===== src/rtl/vrs_pkg.sv =====
// Package: shared widths and types for the reference sequencer.
// Assumes all voltages are whole millivolts below 2048.
package vrs_pkg;
    localparam int MV_W = 11;
    typedef logic [MV_W-1:0] mv_t;
endpackage


===== src/rtl/vsel_decode.sv =====
// Module: maps the select code to a millivolt target.
// Codes above LAST_CODE saturate at the lowest voltage. Purely combinational.
module vsel_decode
    import vrs_pkg::*;
#(
    parameter int CODE_W    = 6,
    parameter int TOP_MV    = 1500,
    parameter int STEP_MV   = 25,
    parameter int LAST_CODE = 40
) (
    input  logic [CODE_W-1:0] code,
    output mv_t               mv
);
    localparam int FLOOR_MV = TOP_MV - STEP_MV * LAST_CODE;

    // Decode: linear descent from TOP_MV, clamped at the floor
    always_comb begin
        if (int'(code) > LAST_CODE) mv = mv_t'(FLOOR_MV);
        else                        mv = mv_t'(TOP_MV - STEP_MV * int'(code));
    end

    // decoded value must stay inside the legal window
    always_comb begin
        assert_decode_window_R2: assert (int'(mv) >= FLOOR_MV && int'(mv) <= TOP_MV)
            else $error("decoded target out of range");
    end
endmodule


===== src/rtl/tick_timer.sv =====
// Module: counts ticks since the sequence started, saturating at PG_TICKS.
// Assumes PG_TICKS > DELAY_TICKS; clear restarts the count.
module tick_timer #(
    parameter int DELAY_TICKS = 100,
    parameter int PG_TICKS    = 7000
) (
    input  logic clk,
    input  logic rst_n,
    input  logic clear,
    input  logic tick,
    output logic delay_done,
    output logic pg_window
);
    localparam int CW = $clog2(PG_TICKS + 1);

    logic [CW-1:0] cnt;

    // Count: advance on each tick until the power-good limit
    always_ff @(posedge clk) begin
        if (!rst_n || clear)                   cnt <= '0;
        else if (tick && cnt != CW'(PG_TICKS)) cnt <= cnt + 1'b1;
    end

    assign delay_done = (cnt >= CW'(DELAY_TICKS));
    assign pg_window  = (cnt == CW'(PG_TICKS));

    // counter never passes its limit
    assert_cnt_saturates_R7: assert property (@(posedge clk) disable iff (!rst_n)
        cnt <= CW'(PG_TICKS));
    // without a tick the count holds
    assert_cnt_tick_only_R5: assert property (@(posedge clk) disable iff (!rst_n)
        ($past(rst_n) && !$past(tick) && !$past(clear)) |-> $stable(cnt));
endmodule


===== src/rtl/slew_ramp.sv =====
// Module: moves the reference toward its target by at most SLEW_MV per tick.
// Assumes the target may change at any cycle; the final step is shortened.
module slew_ramp
    import vrs_pkg::*;
#(
    parameter int SLEW_MV = 2
) (
    input  logic clk,
    input  logic rst_n,
    input  logic clear,
    input  logic tick,
    input  mv_t  target,
    output mv_t  ref_q,
    output logic busy
);
    localparam mv_t SLEW = mv_t'(SLEW_MV);

    mv_t up_gap;
    mv_t dn_gap;

    // Gap: distance to the target in each direction
    always_comb begin
        up_gap = target - ref_q;
        dn_gap = ref_q - target;
    end

    // Step: one slew increment per tick, shortened to land on the target
    always_ff @(posedge clk) begin
        if (!rst_n || clear) begin
            ref_q <= '0;
        end else if (tick) begin
            if (ref_q < target)      ref_q <= (up_gap > SLEW) ? ref_q + SLEW : target;
            else if (ref_q > target) ref_q <= (dn_gap > SLEW) ? ref_q - SLEW : target;
        end
    end

    assign busy = (ref_q != target);

    // no cycle moves the reference further than one slew increment
    assert_step_limit_R5: assert property (@(posedge clk) disable iff (!rst_n)
        ($past(rst_n) && !$past(clear)) |->
        (((ref_q >= $past(ref_q)) ? (ref_q - $past(ref_q)) : ($past(ref_q) - ref_q)) <= SLEW));
    // the reference only moves on a tick
    assert_hold_no_tick_R5: assert property (@(posedge clk) disable iff (!rst_n)
        ($past(rst_n) && !$past(tick) && !$past(clear)) |-> $stable(ref_q));
endmodule


===== src/rtl/vref_startup_seq.sv =====
// Module: top of the start-up and reference ramp sequencer.
// Holds, then ramps to BOOT_MV, then tracks the select code; raises power-good
// after PG_TICKS. Assumes us_tick is a one-cycle pulse; synchronous reset.
module vref_startup_seq
    import vrs_pkg::*;
#(
    parameter int CODE_W      = 6,
    parameter int TOP_MV      = 1500,
    parameter int STEP_MV     = 25,
    parameter int LAST_CODE   = 40,
    parameter int BOOT_MV     = 1200,
    parameter int SLEW_MV     = 2,
    parameter int DELAY_TICKS = 100,
    parameter int PG_TICKS    = 7000
) (
    input  logic              clk,
    input  logic              rst_n,
    input  logic              supply_ok,
    input  logic              enable,
    input  logic [CODE_W-1:0] vsel,
    input  logic              us_tick,
    output logic [MV_W-1:0]   ref_mv,
    output logic [MV_W-1:0]   target_mv,
    output logic              ramp_busy,
    output logic              boot_done,
    output logic              pwr_good
);
    localparam mv_t BOOT = mv_t'(BOOT_MV);

    logic clear;
    logic delay_done;
    logic pg_window;
    mv_t  code_mv;
    mv_t  target;
    mv_t  ref_q;
    logic booted;
    logic pg_q;

    assign clear = !(supply_ok && enable);

    vsel_decode #(
        .CODE_W(CODE_W), .TOP_MV(TOP_MV), .STEP_MV(STEP_MV), .LAST_CODE(LAST_CODE)
    ) u_decode (
        .code(vsel), .mv(code_mv)
    );

    tick_timer #(
        .DELAY_TICKS(DELAY_TICKS), .PG_TICKS(PG_TICKS)
    ) u_timer (
        .clk(clk), .rst_n(rst_n), .clear(clear), .tick(us_tick),
        .delay_done(delay_done), .pg_window(pg_window)
    );

    // Target: zero during the delay, boot level until reached, then the code
    always_comb begin
        if (booted)          target = code_mv;
        else if (delay_done) target = BOOT;
        else                 target = '0;
    end

    slew_ramp #(
        .SLEW_MV(SLEW_MV)
    ) u_ramp (
        .clk(clk), .rst_n(rst_n), .clear(clear), .tick(us_tick),
        .target(target), .ref_q(ref_q), .busy(ramp_busy)
    );

    // Sequence flags: boot reached, then power-good at the tick limit
    always_ff @(posedge clk) begin
        if (!rst_n || clear) begin
            booted <= 1'b0;
            pg_q   <= 1'b0;
        end else begin
            if (!booted && delay_done && ref_q == BOOT) booted <= 1'b1;
            pg_q <= booted && pg_window;
        end
    end

    assign ref_mv    = ref_q;
    assign target_mv = target;
    assign boot_done = booted;
    assign pwr_good  = pg_q;

    // power-good never precedes the boot level
    assert_pg_after_boot_R7: assert property (@(posedge clk) disable iff (!rst_n)
        pwr_good |-> boot_done);
    // a dropped enable or supply clears everything on the next edge
    assert_clear_all_R8: assert property (@(posedge clk) disable iff (!rst_n)
        ($past(rst_n) && $past(clear)) |-> (ref_mv == '0 && !boot_done && !pwr_good));
    // before boot completes the reference stays at or below the boot level
    assert_boot_ceiling_R4: assert property (@(posedge clk) disable iff (!rst_n)
        !boot_done |-> (ref_mv <= BOOT));
    // the reference never exceeds the top of the code range
    assert_ref_top_R1: assert property (@(posedge clk) disable iff (!rst_n)
        ref_mv <= mv_t'(TOP_MV));
endmodule


===== config.mk =====
export PLATFORM = sky130hd
export DESIGN_NAME = vref_startup_seq
export DESIGN_NICKNAME = d
export VERILOG_FILES = /design/src/rtl/vrs_pkg.sv /design/src/rtl/vsel_decode.sv /design/src/rtl/tick_timer.sv /design/src/rtl/slew_ramp.sv /design/src/rtl/vref_startup_seq.sv
export SDC_FILE = /design/constraint.sdc
export NUM_CORES = 1
export LEC_CHECK = 0
export BUFFER_PORTS_ARGS = -buffer_cell sky130_fd_sc_hd__buf_2
export CELL_PAD_IN_SITES_DETAIL_PLACEMENT = 0
export CELL_PAD_IN_SITES_GLOBAL_PLACEMENT = 2
export CORE_ASPECT_RATIO = 1.2
export CORE_UTILIZATION = 37
export CTS_BUF_LIST = sky130_fd_sc_hd__clkbuf_8
export CTS_CLUSTER_DIAMETER = 80
export DETAILED_ROUTE_END_ITERATION = 8
export GPL_ROUTABILITY_DRIVEN = 0
export HOLD_SLACK_MARGIN = 0.1
export PLACE_DENSITY = 0.94
export SYNTH_ARGS = -nofsm -noshare
export SYNTH_HDL_FRONTEND = slang
export SYNTH_HIERARCHICAL = 1
export SYNTH_SLANG_ARGS = --single-unit
export TNS_END_PERCENT = 10

===== constraint.sdc =====
create_clock -name clk -period 6.7 [get_ports clk]
set_clock_uncertainty 0.1 [all_clocks]
set_input_delay 1.34 -clock clk [delete_from_list [all_inputs] [get_ports clk]]
set_output_delay 1.34 -clock clk [all_outputs]
set_load 0.005 [all_outputs]

Yosys cells after proc, flatten, opt, wreduce, memory -nomap -nowiden. Index checks and enable logic that the tools add are counted.

$add $sub $neg: 6. Multipliers: 1. Order comparisons: 6. Equality and inequality tests: 4. Multiplexer cells: 7. Reductions and logical operators: 11.

Operators with widths (number): $mux 11 (7); $gt 11x2->1 const B (2); $sub 11x11->11 (2); $add 13x1->13 const B (1); $eq 13x13->1 const B (1); $ge 13x7->1 const B (1); $ne 13x13->1 const B (1); $add 11x2->11 const B (1); $eq 11x11->1 const B (1); $gt 11x11->1 (1); $lt 11x11->1 (1); $mul 5x6->11 const A (1); $ne 11x11->1 (1); $sub 11x11->11 const A (1); $sub 11x2->11 const B (1); $gt 6x6->1 const B (1); $logic_and 1x1->1 (5); $logic_not 1->1 (3); $reduce_and 2->1 (1); $reduce_bool 2->1 (1); $logic_or 1x1->1 (1).

Register bits: 26. Bits of input ports: 11. Output and inout port bits: 25. Logic and storage cells: 39.

Depth between registers and ports, before layout.
Depth after elaboration: 9. Mapped depth: 25. Mapped depth without buffers: 24.

Cells and area by module. The synthesis kept the hierarchy.

By module, submodules not included: slew_ramp (times used 1, cells an instance 287, area each 2129.5 um^2, seq. area each 220.2 um^2); vsel_decode (times used 1, cells an instance 109, area each 865.8 um^2, seq. area each 0.0 um^2); tick_timer (times used 1, cells an instance 89, area each 757.0 um^2, seq. area each 260.2 um^2); vref_startup_seq (times used 1, cells an instance 28, area each 191.4 um^2, seq. area each 40.0 um^2).

Worst setup path before layout. Ideal clock, no wire load.

Path type: input port to output port. Start: input vsel[2]. End: output ramp_busy. Data arrival time: 4.891 ns. Data required time: 5.260 ns. Slack: 0.369 ns. Stages on the path: 18. Buffers on the path: 1. Path through: inv_1 > ha_1 > fa_1 > inv_1 > fa_1 > inv_1 > ha_1 > a21o_1 > a21o_1 > a221oi_2 > xor2_1 > nor2_1 > and2_1 > inv_1 > ha_1 > clkbuf_1 > and4_1 > nand3b_1.

Word-level cells in the longest chain between the ends: 5. Elaborated cells between the ends (all ways): 6. Classes of those cells: 1 x add/sub; 1 x mul; 1 x order compare; 1 x eq/ne; 2 x mux.

Ends and longest elaborated chain: start: declaration (line vref_startup_seq.sv:20) `input logic [CODE_W-1:0] vsel,`; $mul 5x6->11 (line vsel_decode.sv:19) `else mv = mv_t'(TOP_MV - STEP_MV * int'(code));`; $sub 11x11->11 (line vsel_decode.sv:19); $mux 11 * (line vsel_decode.sv:18) `if (int'(code) > LAST_CODE) mv = mv_t'(FLOOR_MV);`; net code_mv[9] (line vref_startup_seq.sv:33) `mv_t code_mv;`; $mux 11 * (line vref_startup_seq.sv:56) `if (booted) target = code_mv;`; net target_mv[9] (line vref_startup_seq.sv:23) `output logic [MV_W-1:0] target_mv,`; $ne 11x11->1 * (line slew_ramp.sv:37) `assign busy = (ref_q != target);`; end: declaration (line vref_startup_seq.sv:24) `output logic ramp_busy,`.

Mark *: on every way through the listed nets, which the timed path passes. The rest lies on a longest branch.

Final worst setup path.
Start: input vsel[2]. End: output ramp_busy.

Word-level cells in the longest chain between the ends: 5. Elaborated cells between the ends (all ways): 6. Classes of those cells: 1 x add/sub; 1 x mul; 1 x order compare; 1 x eq/ne; 2 x mux.

Ends and longest elaborated chain (line): $mul 5x6->11 (vsel_decode.sv:19); $sub 11x11->11 (vsel_decode.sv:19); $mux 11 * (vsel_decode.sv:18); net code_mv[8] (vref_startup_seq.sv:33); $mux 11 * (vref_startup_seq.sv:56); $ne 11x11->1 * (slew_ramp.sv:37).

Marked as above.

==> qor.yml <==
setup_path:
  cp-startpoint: "vsel[2]"
  r2r_end: "u_ramp/ref_q[1]"
  crit_path_start_kind: "input pin"
  crit_type: "in2out"
  r2r_start: "u_timer/cnt[7]"
  worst_r2r_path_depth: 16
  r2r_setup_slack_ns: 2.27
  crit_arrival_ns: 5.06
  end_kind: "primary output"
  path_max_fanout: 5
  worstPathRequired_ns: 5.26
cells_and_area:
  layout.nets: 646
  fill_cells: 1038
  drive_gt1_frac: 0.197
  diodes: 0
  syn_to_final_growth_pct: 16.1
flow_run:
  cap_viol_max_count: 0
cts:
  insertion_delay_ns: 0.27
  cts_buffers: 3
  clk_path_buf_depth: 2
  cts_htree_levels: 1
  cts_tree: "done"
  hold_buffers: 0
  cts_sinks: 26
  cts_root_buffer: "clkbuf_8"
  clk_pin_slew_ns: 0.09
grt:
  antenna_found_initial: 0
  grt_pass1_wl_um: 19400
  grtUsageTotal: 0.224
  first_global_vias: 3882
  grt_max_degree: 16
  grt-ovfl-total: 0
floorplanning:
  die-height_um: 115
  io_pins: 36
  core_area_um2: 10200
  rows: 40
  die_w_um: 96.2
  die-area_um2: 11100
  initial_core_util: 0.386
placed_design:
  io_buffers: 35
  place_ws_ns: -0.145
  hpwl_um: 9630
synthesis:
  synthCells: 513
  yosysUniqueCellTypes: 78
  synth_nets: 584
  yosysSeqAreaShare: 0.132
  synth_area_leaders: "ha_1, dfxtp_1, inv_1"
  ys.flop_type: "dfxtp_1"
  syn-cell-area_um2: 3940
  yosysTopAreaCell: "ha_1"
  yosysWarnings: 6
  async_reset_ff_frac: 0
  postSynthAreaPerCell_um2: 7.69
  yosysTopAreaCellShare: 0.171
  ys_ff_latch: 26
  synth_edf_count: 0
worst_hold_path:
  hp-start: "u_timer/cnt[12]"
  whs_path_depth: 2
  hold_path_end: "u_timer/cnt[12]"
  hold_path_class: "reg2reg"
status:
  run_status: "finished, final reports clean"
sta:
  report.final.slew_viol_count: 0
  fin_ws_ns: 0.200
  fmax_mhz: 154
  rsz0062_at_grt: "true"
  worstMarginPinSlew_ns: 0.938
  slew_headroom: 0.373
  finalSetupViolCount: 0
  period_minus_slack_ns: 6.50
  hold_ws_ns: 0.398
  hold_viol_final: 0
  finalCritPeriodShare: 0.970
detailed_routing:
  drt-total-wl_um: 12000
  drcViolationCount: 0
  wire_per_inst_um: 17.1
  ant_nets: 0
  vias: 4050
  drtPass1Iterations: 4
  drtIter0Drc: 253
  via_per_inst: 5.79
pwr:
  powerDensity_nw_per_um2: 411
  ir_worst_vdd_uv: 215
  p_leak_nw: 2.06
==> per-layer routing <==
metal | global-route usage | vias to the layer above | routed length, um
met1 | 0.287 | 1924 | 5360
met3 | 0.0284 | 21 | 586
met4 | 0.0577 | 0 | 299
met2 | 0.390 | 123 | 5710
li1 | - | 1982 | -
met5 | 0 | - | 0
==> Yosys cell counts (5+ instances only) <==
cell / n
a211oi_1: 5
a21o_1: 12
a21oi_1: 23
a31oi_1: 13
and2_1: 12
and4_1: 6
buf_2: 7
clkbuf_1: 5
dfxtp_1: 26
fa_1: 6
ha_1: 54
inv_1: 62
mux2i_1: 6
nand2_1: 43
nand2b_1: 6
nand3_1: 21
nand4_1: 8
nor2_1: 20
nor2b_1: 6
nor3_1: 22
nor4_1: 6
o211ai_1: 5
o21ai_0: 27
o21ai_1: 6
or4_1: 5
xnor2_1: 20
xor2_1: 8
==> layout make-up <==
cell class                 count  area (um2)  area share
multi-input combinational    410        3150       0.688
sequential                    26         520       0.114
timing repair buffer          71         458       0.100
inverter                      63         236      0.0517
tap                          126         158      0.0344
clock buffer                   4        55.1      0.0120
==> cells by family after synthesis <==
family,Yosys count,synth area share
AND/OR/NAND/NOR,184,0.270
XOR/XNOR,28,0.0622
flip-flops,26,0.132
buffers and inverters,77,0.0793
AO/OA/AOI/OAI,132,0.240
adder cells (fa/ha/maj),60,0.202
multiplexers,6,0.0152
==> per-stage QoR <==
| stage | power (mW) | util | instance area, um2 | std cells | setup TNS (ns) |
|---|---|---|---|---|---|
| floorplan | 1.10 | - | 3940 | 513 | 0 |
| global placement | 1.83 | 0.439 | 4480 | 696 | -0.0645 |
| detailed placement | 1.64 | 0.439 | 4480 | 696 | -0.259 |
| CTS | 1.94 | 0.444 | 4540 | 700 | 0 |
| global route | 1.97 | 0.448 | 4580 | 700 | -0.102 |
| finish | 1.88 | 0.448 | 4580 | 700 | 0 |
==> cells in the final DEF (no fill, tap or decap), drive strengths merged, types with 4 or more instances in the layout <==
cell / netlist / layout
a211oi: 6 / 6
a21o: 13 / 13
a21oi: 25 / 25
a221oi: 4 / 4
a31oi: 14 / 14
and2: 12 / 12
and4: 6 / 6
buf: 9 / 71
clkbuf: 5 / 4
dfxtp: 26 / 26
fa: 6 / 6
ha: 54 / 54
inv: 63 / 63
mux2i: 6 / 6
nand2: 43 / 43
nand2b: 6 / 6
nand3: 22 / 22
nand4: 8 / 8
nor2: 20 / 20
nor2b: 7 / 7
nor3: 24 / 24
nor4: 6 / 6
o211ai: 5 / 5
o21ai: 34 / 34
o41ai: 4 / 4
or3: 4 / 4
or4: 5 / 5
xnor2: 20 / 20
xor2: 8 / 8
==> sequential cells by signal, summed over array words and instances (netlist names) <==
signal        flops
boot_done         1
pwr_good          1
u_ramp/ref_q     11
u_timer/cnt      13
==> worst max-delay path: stages <==
cell and delay (ns):
buf_2 0.12, inv_1 0.06, ha_1 0.30, fa_1 0.50
inv_1 0.05, fa_1 0.53, inv_1 0.04, ha_1 0.34
o21ai_4 0.10, a21o_2 0.16, a21oi_1 0.05, a31oi_1 0.17
and2_1 0.23, inv_1 0.06, ha_1 0.36, and2_4 0.19
nand3_1 0.11, nand3b_1 0.20, buf_2 0.14
==> timing repair <==
item,4_1_cts,5_1_grt
gates resized for setup,0,8
hold endpoints to repair,0,0
buffers inserted,0,0
setup endpoints to repair,0,9
==> worst max-delay path by stage <==
stage | endpoint | slack, ns
final | ramp_busy | 0.20
after global routing | ramp_busy | -0.06
after CTS | u_ramp/ref_q[1] | 0.15
after detailed placement | u_ramp/ref_q[1] | -0.15
after global placement | u_ramp/ref_q[1] | -0.06
after floorplan | ramp_busy | 0.37
==> power by group <==
part | total [mW] | switching, mW | internal, mW
combinational | 1.59 | 0.910 | 0.676
sequential | 0.188 | 0.0257 | 0.162
clock | 0.106 | 0.0532 | 0.0526
total | 1.88 | 0.988 | 0.891
Power figures use the tool's default switching activity.
